===== src/rtl/afc_pkg.sv =====
package afc_pkg;

  typedef enum logic [1:0] {
    ST_IDLE = 2'd0,
    ST_UPD  = 2'd1,
    ST_EST  = 2'd2
  } afcStateT;

  // strobes from control to datapath
  typedef struct packed {
    logic capture;   // latch datum, offset and mu on the falling edge
    logic stepUpd;   // cycle 1: weight correction and offset removal
    logic stepEst;   // cycle 2: estimate, error and phase advance
  } afcStrobeT;

endpackage


===== src/rtl/afc_ctrl.sv =====
module afc_ctrl
  import afc_pkg::*;
(
  input  logic      clk,
  input  logic      rst,
  input  logic      sampleValid,
  output logic      sampleReady,
  output logic      done,
  output afcStrobeT strobe
);

  afcStateT stateQ;
  logic     accept;
  logic     doneQ;

  assign accept      = (stateQ == ST_IDLE) && sampleValid;
  assign sampleReady = (stateQ == ST_IDLE);
  assign done        = doneQ;

  always_comb begin
    strobe         = '0;
    strobe.capture = accept;
    strobe.stepUpd = (stateQ == ST_UPD);
    strobe.stepEst = (stateQ == ST_EST);
  end

  always_ff @(posedge clk) begin
    if (rst) begin
      stateQ <= ST_IDLE;
      doneQ  <= 1'b0;
    end else begin
      doneQ <= (stateQ == ST_EST);
      case (stateQ)
        ST_IDLE: if (sampleValid) stateQ <= ST_UPD;
        ST_UPD:  stateQ <= ST_EST;
        default: stateQ <= ST_IDLE;
      endcase
    end
  end

  AST_BUSY_AFTER_ACCEPT: assert property (@(posedge clk) disable iff (rst)
    accept |=> !sampleReady);
  AST_DONE_LATENCY: assert property (@(posedge clk) disable iff (rst)
    accept |-> ##3 done);
  AST_DONE_PULSE: assert property (@(posedge clk) disable iff (rst)
    done |=> !done);

endmodule


===== src/rtl/afc_sincos_rom.sv =====
module afc_sincos_rom #(
  parameter int DataW  = 16,
  parameter int PhaseW = 6
) (
  input  logic [PhaseW-1:0]       idx,
  output logic signed [DataW-1:0] val
);

  localparam int Quarter = 2 ** (PhaseW - 2);

  // one quarter wave of sin scaled by 256, entries 0..16
  function automatic logic signed [DataW-1:0] quarterWave(input logic [PhaseW-2:0] m);
    case (m)
      0:  return DataW'(0);
      1:  return DataW'(25);
      2:  return DataW'(50);
      3:  return DataW'(74);
      4:  return DataW'(98);
      5:  return DataW'(121);
      6:  return DataW'(142);
      7:  return DataW'(162);
      8:  return DataW'(181);
      9:  return DataW'(198);
      10: return DataW'(213);
      11: return DataW'(226);
      12: return DataW'(237);
      13: return DataW'(245);
      14: return DataW'(251);
      15: return DataW'(255);
      default: return DataW'(256);
    endcase
  endfunction

  logic [1:0]              quadrant;
  logic [PhaseW-2:0]       fold;
  logic signed [DataW-1:0] mag;

  assign quadrant = idx[PhaseW-1:PhaseW-2];

  always_comb begin
    if (quadrant[0]) fold = (PhaseW-1)'(Quarter) - {1'b0, idx[PhaseW-3:0]};
    else             fold = {1'b0, idx[PhaseW-3:0]};
    mag = quarterWave(fold);
    val = quadrant[1] ? -mag : mag;
  end

endmodule


===== src/rtl/afc_datapath.sv =====
module afc_datapath
  import afc_pkg::*;
#(
  parameter int DataW  = 16,
  parameter int FracW  = 8,
  parameter int PhaseW = 6
) (
  input  logic                    clk,
  input  logic                    rst,
  input  afcStrobeT               strobe,
  input  logic signed [DataW-1:0] datumIn,
  input  logic signed [DataW-1:0] offsetIn,
  input  logic signed [DataW-1:0] muIn,
  output logic signed [DataW-1:0] estOut,
  output logic signed [DataW-1:0] errOut
);

  localparam int ProdW   = 2 * DataW;
  localparam int Quarter = 2 ** (PhaseW - 2);
  localparam logic signed [ProdW:0] HiLim = $signed({{(ProdW-DataW+2){1'b0}}, {(DataW-1){1'b1}}});
  localparam logic signed [ProdW:0] LoLim = ~HiLim;
  localparam logic signed [DataW-1:0] MaxV = {1'b0, {(DataW-1){1'b1}}};
  localparam logic signed [DataW-1:0] MinV = {1'b1, {(DataW-1){1'b0}}};

  function automatic logic signed [DataW-1:0] clampWide(input logic signed [ProdW:0] v);
    if (v > HiLim)      return MaxV;
    else if (v < LoLim) return MinV;
    else                return v[DataW-1:0];
  endfunction

  function automatic logic signed [DataW-1:0] mulRnd(
    input logic signed [DataW-1:0] a,
    input logic signed [DataW-1:0] b,
    input int                      sh
  );
    logic signed [ProdW-1:0] p;
    logic signed [ProdW:0]   t;
    p = ProdW'(a) * ProdW'(b);
    t = $signed({p[ProdW-1], p}) + $signed((ProdW+1)'(64'd1 << (sh - 1)));
    return clampWide(t >>> sh);
  endfunction

  function automatic logic signed [DataW-1:0] addSubSat(
    input logic signed [DataW-1:0] x,
    input logic signed [DataW-1:0] y,
    input logic                    sub
  );
    logic signed [DataW:0] r;
    r = sub ? ($signed({x[DataW-1], x}) - $signed({y[DataW-1], y}))
            : ($signed({x[DataW-1], x}) + $signed({y[DataW-1], y}));
    if (r[DataW] != r[DataW-1]) return r[DataW] ? MinV : MaxV;
    return r[DataW-1:0];
  endfunction

  // falling-edge input capture
  logic signed [DataW-1:0] datumQ, offsetQ, muQ;
  always_ff @(negedge clk) begin
    if (rst) begin
      datumQ  <= '0;
      offsetQ <= '0;
      muQ     <= '0;
    end else if (strobe.capture) begin
      datumQ  <= datumIn;
      offsetQ <= offsetIn;
      muQ     <= muIn;
    end
  end

  // state
  logic [PhaseW-1:0]       phaseQ;
  logic signed [DataW-1:0] w1Q, w2Q, corrQ, outQ, errQ, sPrevQ, cPrevQ;

  // reference table, port 0 sine and port 1 cosine (quarter-turn ahead)
  logic signed [DataW-1:0] refVal [2];
  for (genvar i = 0; i < 2; i++) begin : g_ref
    localparam int Shift = i * Quarter;
    afc_sincos_rom #(.DataW(DataW), .PhaseW(PhaseW)) u_rom (
      .idx (phaseQ + PhaseW'(Shift)),
      .val (refVal[i])
    );
  end

  // shared arithmetic bank
  logic signed [DataW-1:0] gVal, corrVal;
  logic signed [DataW-1:0] m1a, m1b, m2a, m2b, p1, p2;
  logic signed [DataW-1:0] a0x, a0Res, a1x, a1y, a1Res;

  always_comb begin
    gVal    = mulRnd(muQ, errQ, FracW - 1);          // 2*mu*e
    corrVal = addSubSat(datumQ, offsetQ, 1'b1);
    m1a = strobe.stepUpd ? gVal   : w1Q;
    m1b = strobe.stepUpd ? sPrevQ : refVal[0];
    m2a = strobe.stepUpd ? gVal   : w2Q;
    m2b = strobe.stepUpd ? cPrevQ : refVal[1];
    p1  = mulRnd(m1a, m1b, FracW);
    p2  = mulRnd(m2a, m2b, FracW);
    a0x = strobe.stepUpd ? w1Q : p2;
    a0Res = addSubSat(a0x, p1, 1'b0);
    a1x = strobe.stepUpd ? w2Q : corrQ;
    a1y = strobe.stepUpd ? p2  : a0Res;
    a1Res = addSubSat(a1x, a1y, !strobe.stepUpd);
  end

  always_ff @(posedge clk) begin
    if (rst) begin
      phaseQ <= '0;
      w1Q    <= '0;
      w2Q    <= '0;
      corrQ  <= '0;
      outQ   <= '0;
      errQ   <= '0;
      sPrevQ <= '0;
      cPrevQ <= '0;
    end else if (strobe.stepUpd) begin
      w1Q   <= a0Res;
      w2Q   <= a1Res;
      corrQ <= corrVal;
    end else if (strobe.stepEst) begin
      outQ   <= a0Res;
      errQ   <= a1Res;
      sPrevQ <= refVal[0];
      cPrevQ <= refVal[1];
      phaseQ <= phaseQ + 1'b1;
    end
  end

  assign estOut = outQ;
  assign errOut = errQ;

  AST_PHASE_ADVANCE: assert property (@(posedge clk) disable iff (rst)
    strobe.stepEst |=> phaseQ == $past(phaseQ) + 1'b1);
  AST_WEIGHT_HOLD: assert property (@(posedge clk) disable iff (rst)
    !strobe.stepUpd |=> $stable(w1Q) && $stable(w2Q));
  AST_RESULT_HOLD: assert property (@(posedge clk) disable iff (rst)
    !strobe.stepEst |=> $stable(outQ) && $stable(errQ));
  AST_ONE_STEP: assert property (@(posedge clk) disable iff (rst)
    !(strobe.stepUpd && strobe.stepEst));

endmodule


===== src/rtl/afc_core.sv =====
module afc_core
  import afc_pkg::*;
#(
  parameter int DataW  = 16,
  parameter int FracW  = 8,
  parameter int PhaseW = 6
) (
  input  logic                    clk,
  input  logic                    rst,
  input  logic                    sampleValid,
  output logic                    sampleReady,
  input  logic signed [DataW-1:0] datumIn,
  input  logic signed [DataW-1:0] offsetIn,
  input  logic signed [DataW-1:0] muIn,
  output logic signed [DataW-1:0] estOut,
  output logic signed [DataW-1:0] errOut,
  output logic                    done
);

  afcStrobeT strobe;

  afc_ctrl u_ctrl (
    .clk         (clk),
    .rst         (rst),
    .sampleValid (sampleValid),
    .sampleReady (sampleReady),
    .done        (done),
    .strobe      (strobe)
  );

  afc_datapath #(.DataW(DataW), .FracW(FracW), .PhaseW(PhaseW)) u_dp (
    .clk      (clk),
    .rst      (rst),
    .strobe   (strobe),
    .datumIn  (datumIn),
    .offsetIn (offsetIn),
    .muIn     (muIn),
    .estOut   (estOut),
    .errOut   (errOut)
  );

endmodule


===== config.mk =====
export PLATFORM = sky130hd
export DESIGN_NAME = afc_core
export DESIGN_NICKNAME = d
export VERILOG_FILES = /design/src/rtl/afc_pkg.sv /design/src/rtl/afc_ctrl.sv /design/src/rtl/afc_sincos_rom.sv /design/src/rtl/afc_datapath.sv /design/src/rtl/afc_core.sv
export SDC_FILE = /design/constraint.sdc
export NUM_CORES = 2
export LEC_CHECK = 0
export BUFFER_PORTS_ARGS = -buffer_cell sky130_fd_sc_hd__buf_2
export CAP_MARGIN = 0
export CORE_ASPECT_RATIO = 1.75
export CORE_UTILIZATION = 60
export CTS_CLUSTER_SIZE = 14
export DETAILED_ROUTE_END_ITERATION = 16
export HOLD_SLACK_MARGIN = 0.08
export PLACE_DENSITY = 0.79
export SYNTH_ARGS = -nofsm -noshare
export SYNTH_HDL_FRONTEND = slang
export SYNTH_SLANG_ARGS = --single-unit

===== constraint.sdc =====
create_clock -name clk -period 28.3 [get_ports clk]
set_input_delay 1.415 -clock clk [delete_from_list [all_inputs] [get_ports clk]]
set_output_delay 1.415 -clock clk [all_outputs]
set_load 0.02 [all_outputs]

# Word level (Yosys, flattened, before mapping)
# Memories as Yosys holds them, arrays and structs flattened.
# Cells that the tools add are included.
dict set report totals {
  ff_bits 169
  romBits 256
  input_bits 51
  output_inout_bits 34
  n_memories 2
}
# memory depth width rd rd_ports_with_merged_regs wr line_no
set memory_table {}
lappend memory_table {{(no name shown)} 16 8 1 0 0 afc_sincos_rom.sv:13} ;# case (m)
lappend memory_table {{(no name shown)} 16 8 1 0 0 afc_sincos_rom.sv:13}
dict set report classes {
  add_sub_neg 13
  n_mul 3
  order_cmp 6
  eq_ne 6
  muxes 34
  bitwise 1
  n_reduce_logical 3
}
# cell count
set op_table {}
lappend op_table {{16-bit two-way mux} 26}
lappend op_table {{16-bit by 16-bit multiplier with 32-bit output} 3}
lappend op_table {{32-bit by 9-bit adder with 33-bit output (second input constant)} 2}
lappend op_table {{25-bit by 16-bit greater-than comparator with 1-bit output (second input constant)} 2}
lappend op_table {{25-bit by 16-bit less-than comparator with 1-bit output (second input constant)} 2}
lappend op_table {{16-bit by 16-bit adder with 17-bit output} 2}
lappend op_table {{16-bit by 16-bit subtractor with 17-bit output} 2}
lappend op_table {{32-bit by 8-bit adder with 33-bit output (second input constant)} 1}
lappend op_table {{16-bit negation} 2}
lappend op_table {{26-bit by 16-bit greater-than comparator with 1-bit output (second input constant)} 1}
lappend op_table {{26-bit by 16-bit less-than comparator with 1-bit output (second input constant)} 1}
lappend op_table {{17-bit two-way mux} 1}
lappend op_table {{5-bit two-way mux} 2}
lappend op_table {{5-bit by 4-bit subtractor with 5-bit output (first input constant)} 2}
lappend op_table {{6-bit by 1-bit adder with 6-bit output (second input constant)} 1}
lappend op_table {{6-bit by 5-bit adder with 6-bit output (second input constant)} 1}
lappend op_table {{2-bit one-hot mux with 2 select lines} 1}
lappend op_table {{1-bit two-way mux} 3}
lappend op_table {{1-bit inequality test} 3}
lappend op_table {{2-bit by 1-bit == test with 1-bit output (second input constant)} 1}
lappend op_table {{2-bit == test (second input constant)} 1}
lappend op_table {{2-bit zero test} 1}
lappend op_table {{2-bit two-way mux} 1}
lappend op_table {{2-bit inequality test (second input constant)} 1}
lappend op_table {{other kinds (3)} 3}

# Depth between registers and ports, before layout
# An unclocked memory read counts as a cell.
dict set report logic_depth {
  word_depth 24
  ltp_mapped 99
}

# By module
# From an unflattened synthesis, not the netlist that was laid out.
dict set report hier_totals {
  cells_unflattened 5093
  hier_area_um2 42839.8
}
# mod n_inst cells_per_inst area_each_um2 seq_area_each_um2
set modules_own_cells {}
lappend modules_own_cells {afc_datapath 1 4862 41071.9 3323.2}
lappend modules_own_cells {afc_sincos_rom 2 110 818.3 0.0}
lappend modules_own_cells {afc_ctrl 1 11 131.4 60.1}

==> reports/results.tsv <==
stage	metric	value	unit
run_status	status	finished with violations	
run_status	violations	negative setup slack	
route	wl	156700	um
floorplan	ios	85	
logic_synthesis	async_reset_ff_frac	0	
worst_setup_path	reg2reg_slack	-6410	ps
logic_synthesis	syn_nets	6288	
cells_and_area	final_nets	7195	
floorplan	num_rows	128	
logic_synthesis	synth-simple-area-share	0.1836	
timing	drv_slew	0	
timing	setup_slack	-6415	ps
worst_setup_path	required	28720	ps
timing	tns	-280690	ps
flow_run	max_cap_violations	0	
floorplan	dieWidth	202.3	um
timing	slew_headroom	0.1327	
route	vias	41280	
route	initialDrtViolationCount	3468	
floorplan	coreArea	69510	um^2
global_routing	grt_pass1_vias	44670	
route	wl_met3	13010	um
logic_synthesis	synth_top_flop_cell	dfxtp_1	
floorplan	die_y	352.6	um
route	detail-route-antenna-nets	0	
logic_synthesis	synthMuxAreaShare	0.004661	
route	drt-met1-wl	46160	um
logic_synthesis	synth_edf_count	0	
floorplan	dieArea	71340	um^2
logic_synthesis	ys_types	110	
worst_setup_path	cp_common_cell	buf_4	
logic_synthesis	synth_top_family_by_area	adder cells	
global_routing	grt_overflow	0	
logic_synthesis	syn_inst	5135	
route	drc	0	
global_routing	antenna_found_initial	7	
logic_synthesis	synth_top_area_frac	0.3819	
placement	hpwl	121700	um
global_routing	grt_max_degree	80	
worst_setup_path	cp_num_buf_inv	35	
cells_and_area	regArea	3423	um^2
worst_setup_path	path_delay_family	adder cells	
timing	worstMarginPinSlew	1287	ps
cells_and_area	syn2layout_area_growth	28.62	%
route	top_layer	met5	
timing	finalClockSkew	45.42	ps
clock_network	clk_pin_slew	80	ps
placement	gp_congestion	1.063	
worst_setup_path	worstSetupStartpointType	flip-flop	
clock_network	cts.sinks	169	
worst_setup_path	crit_slowest_cell	fa_1	
route	wl_met2	77200	um
logic_synthesis	synth_seq_area_share	0.08028	
logic_synthesis	syn_avg_cell_area	8.207	um^2
worst_setup_path	slowest_delay	640	ps
clock_network	cts_max_path_buffers	2	
cells_and_area	drive_above_1_share	0.2690	
global_routing	grt_usage	0.4478	
logic_synthesis	synth_area	42140	um^2
logic_synthesis	post-synth-top-area-cell	fa_1	
timing	holdWs	452.1	ps
timing	setup_viol	64	
route	dr.pass1.iters	8	
clock_network	clk_latency	560	ps
floorplan	start_util	0.6063	
global_routing	grt_pass1_wl	239900	um
cells_and_area	fin_util	0.7798	
logic_synthesis	synth_area_leaders	fa_1 (38%), ha_1 (8.8%), inv_1 (8.8%), dfxtp_1 (8.0%), nand2_1 (6.3%)	
timing	rsz0062_at_grt	true	
worst_setup_path	end_kind	flip-flop	
worst_setup_path	crit_type	reg -> reg	
logic_synthesis	yosysWarnings	0	
clock_network	numCtsBuffers	17	
cells_and_area	multi_input_area	36670	um^2
clock_network	clock-root-buffer	clkbuf_16	
logic_synthesis	ys_ff_latch	169	
timing	hold_viol	0	
worst_setup_path	cp_data_arrival_time	35140	ps
logic_synthesis	synth_adder_area_share	0.4709	
logic_synthesis	synthXorXnorAreaFrac	0.03061	
route	routedWlPerCell	22.50	um
cells_and_area	fillers	4703	
placement	numPortBuffers	84	
hold_path	hp-class	reg -> reg	
clock_network	cts_tree	done	
worst_setup_path	path_max_fanout	8	
clock_network	cts_max_level	4	
logic_synthesis	synth_compound_area_frac	0.1195	
route	vias_per_cell	5.926	
Yosys cell counts (14+ instances only):
cell type  count
nand2_1      711
mux2i_1       14
o211ai_1      24
a21boi_0      18
nand3_1       51
nor3_1        57
o21ai_1       26
nor2_1       515
or2_2         15
nand2b_1      46
a31oi_1       19
dfxtp_1      169
xnor2_1      100
o21ai_0      141
a211oi_1      36
a21oi_1      276
inv_1        990
o31ai_1       17
o21bai_1      22
or3_1         19
xor2_1        41
ha_1         298
fa_1         804
nor2b_1       27
a21o_1        54
and3_1        17
and2_1       154
clkbuf_1     166
nand4_1       38
o21a_1        50
layout make-up:
| type | instances | share of cell area |
|---|---|---|
| multi-input combinational | 3771 | 0.6765 |
| timing repair buffer | 1045 | 0.1543 |
| inverter | 990 | 0.06865 |
| sequential | 169 | 0.06316 |
| tap | 910 | 0.02101 |
| clock inverter | 63 | 0.008472 |
| clock buffer | 17 | 0.007849 |
| antenna | 1 | 0.00004617 |
sequential cells by signal (all words and copies together), names as in the netlist:
register / cells
u_dp.errOut: 16
u_dp.w1Q: 16
u_dp.estOut: 16
u_ctrl.stateQ: 2
u_dp.cPrevQ: 16
u_dp.w2Q: 16
u_dp.offsetQ: 16
u_ctrl.done: 1
u_dp.corrQ: 16
u_dp.sPrevQ: 16
u_dp.datumQ: 16
u_dp.phaseQ: 6
u_dp.muQ: 16
through the flow:
step | instances | worst slack [ps] | cell area, um^2
floorplan | 5135 | -4770 | 43080
global placement | 6749 | -6349 | 49790
detailed placement | 6749 | -6622 | 49790
CTS | 6931 | -5378 | 53120
global route | 6966 | -6970 | 54200
finish | 6966 | -6415 | 54200
per-layer routing:
layer | track usage | vias up
met1 | 0.4184 | 20090
met3 | 0.1169 | 1171
met5 | 0 | -
met2 | 0.7677 | 2218
li1 | - | 17800
met4 | 0.4543 | 8
cell usage in the layout (no fill, tap or decap), types with 39 or more instances in the layout:
cell type	netlist	layout
a21o_1	54	53
a21oi_1	276	209
a21oi_2	1	50
and2_1	154	143
buf_2	7	84
buf_4	2	848
buf_6	8	76
dfxtp_1	169	155
fa_1	804	755
fa_2	0	49
ha_1	298	271
inv_1	990	1004
nand2_1	711	666
nand2b_1	46	46
nand3_1	51	39
nor2_1	515	456
nor2_2	0	44
nor3_1	57	42
o21a_1	50	45
o21ai_0	141	91
xnor2_1	100	93
xor2_1	41	39
worst paths after layout:
path,from,to,depth (start not counted)
worst max-delay path,u_dp.muQ[15],u_dp.errOut[0],93
worst min-delay path,u_dp.offsetQ[10],u_dp.offsetQ[10],2
worst max register to register,u_dp.muQ[15],u_dp.errOut[0],93
worst min register to register,u_dp.offsetQ[10],u_dp.offsetQ[10],2
worst min-delay path, stage by stage, from the launching register on:
cell	delay, ps
dfxtp_1	300
nand2_1	50
a21oi_1	50
kinds of logic after synthesis:
family | count (synthesis)
buf+inv | 1195
xor+xnor | 144
mux | 18
flops | 169
compound gates | 784
simple gates | 1721
fa+ha+maj | 1104
what timing repair did:
item	4_1_cts	5_1_grt
pin swaps	142	107
hold buffers	0	0
endpoints found under the setup margin	64	64
gates cloned	6	2
gates resized for setup	377	199
buffers inserted	100	34
Power is left out: the tool's default activity adds up to more than one toggle a clock period on the data nets, which glitch-free logic cannot reach.
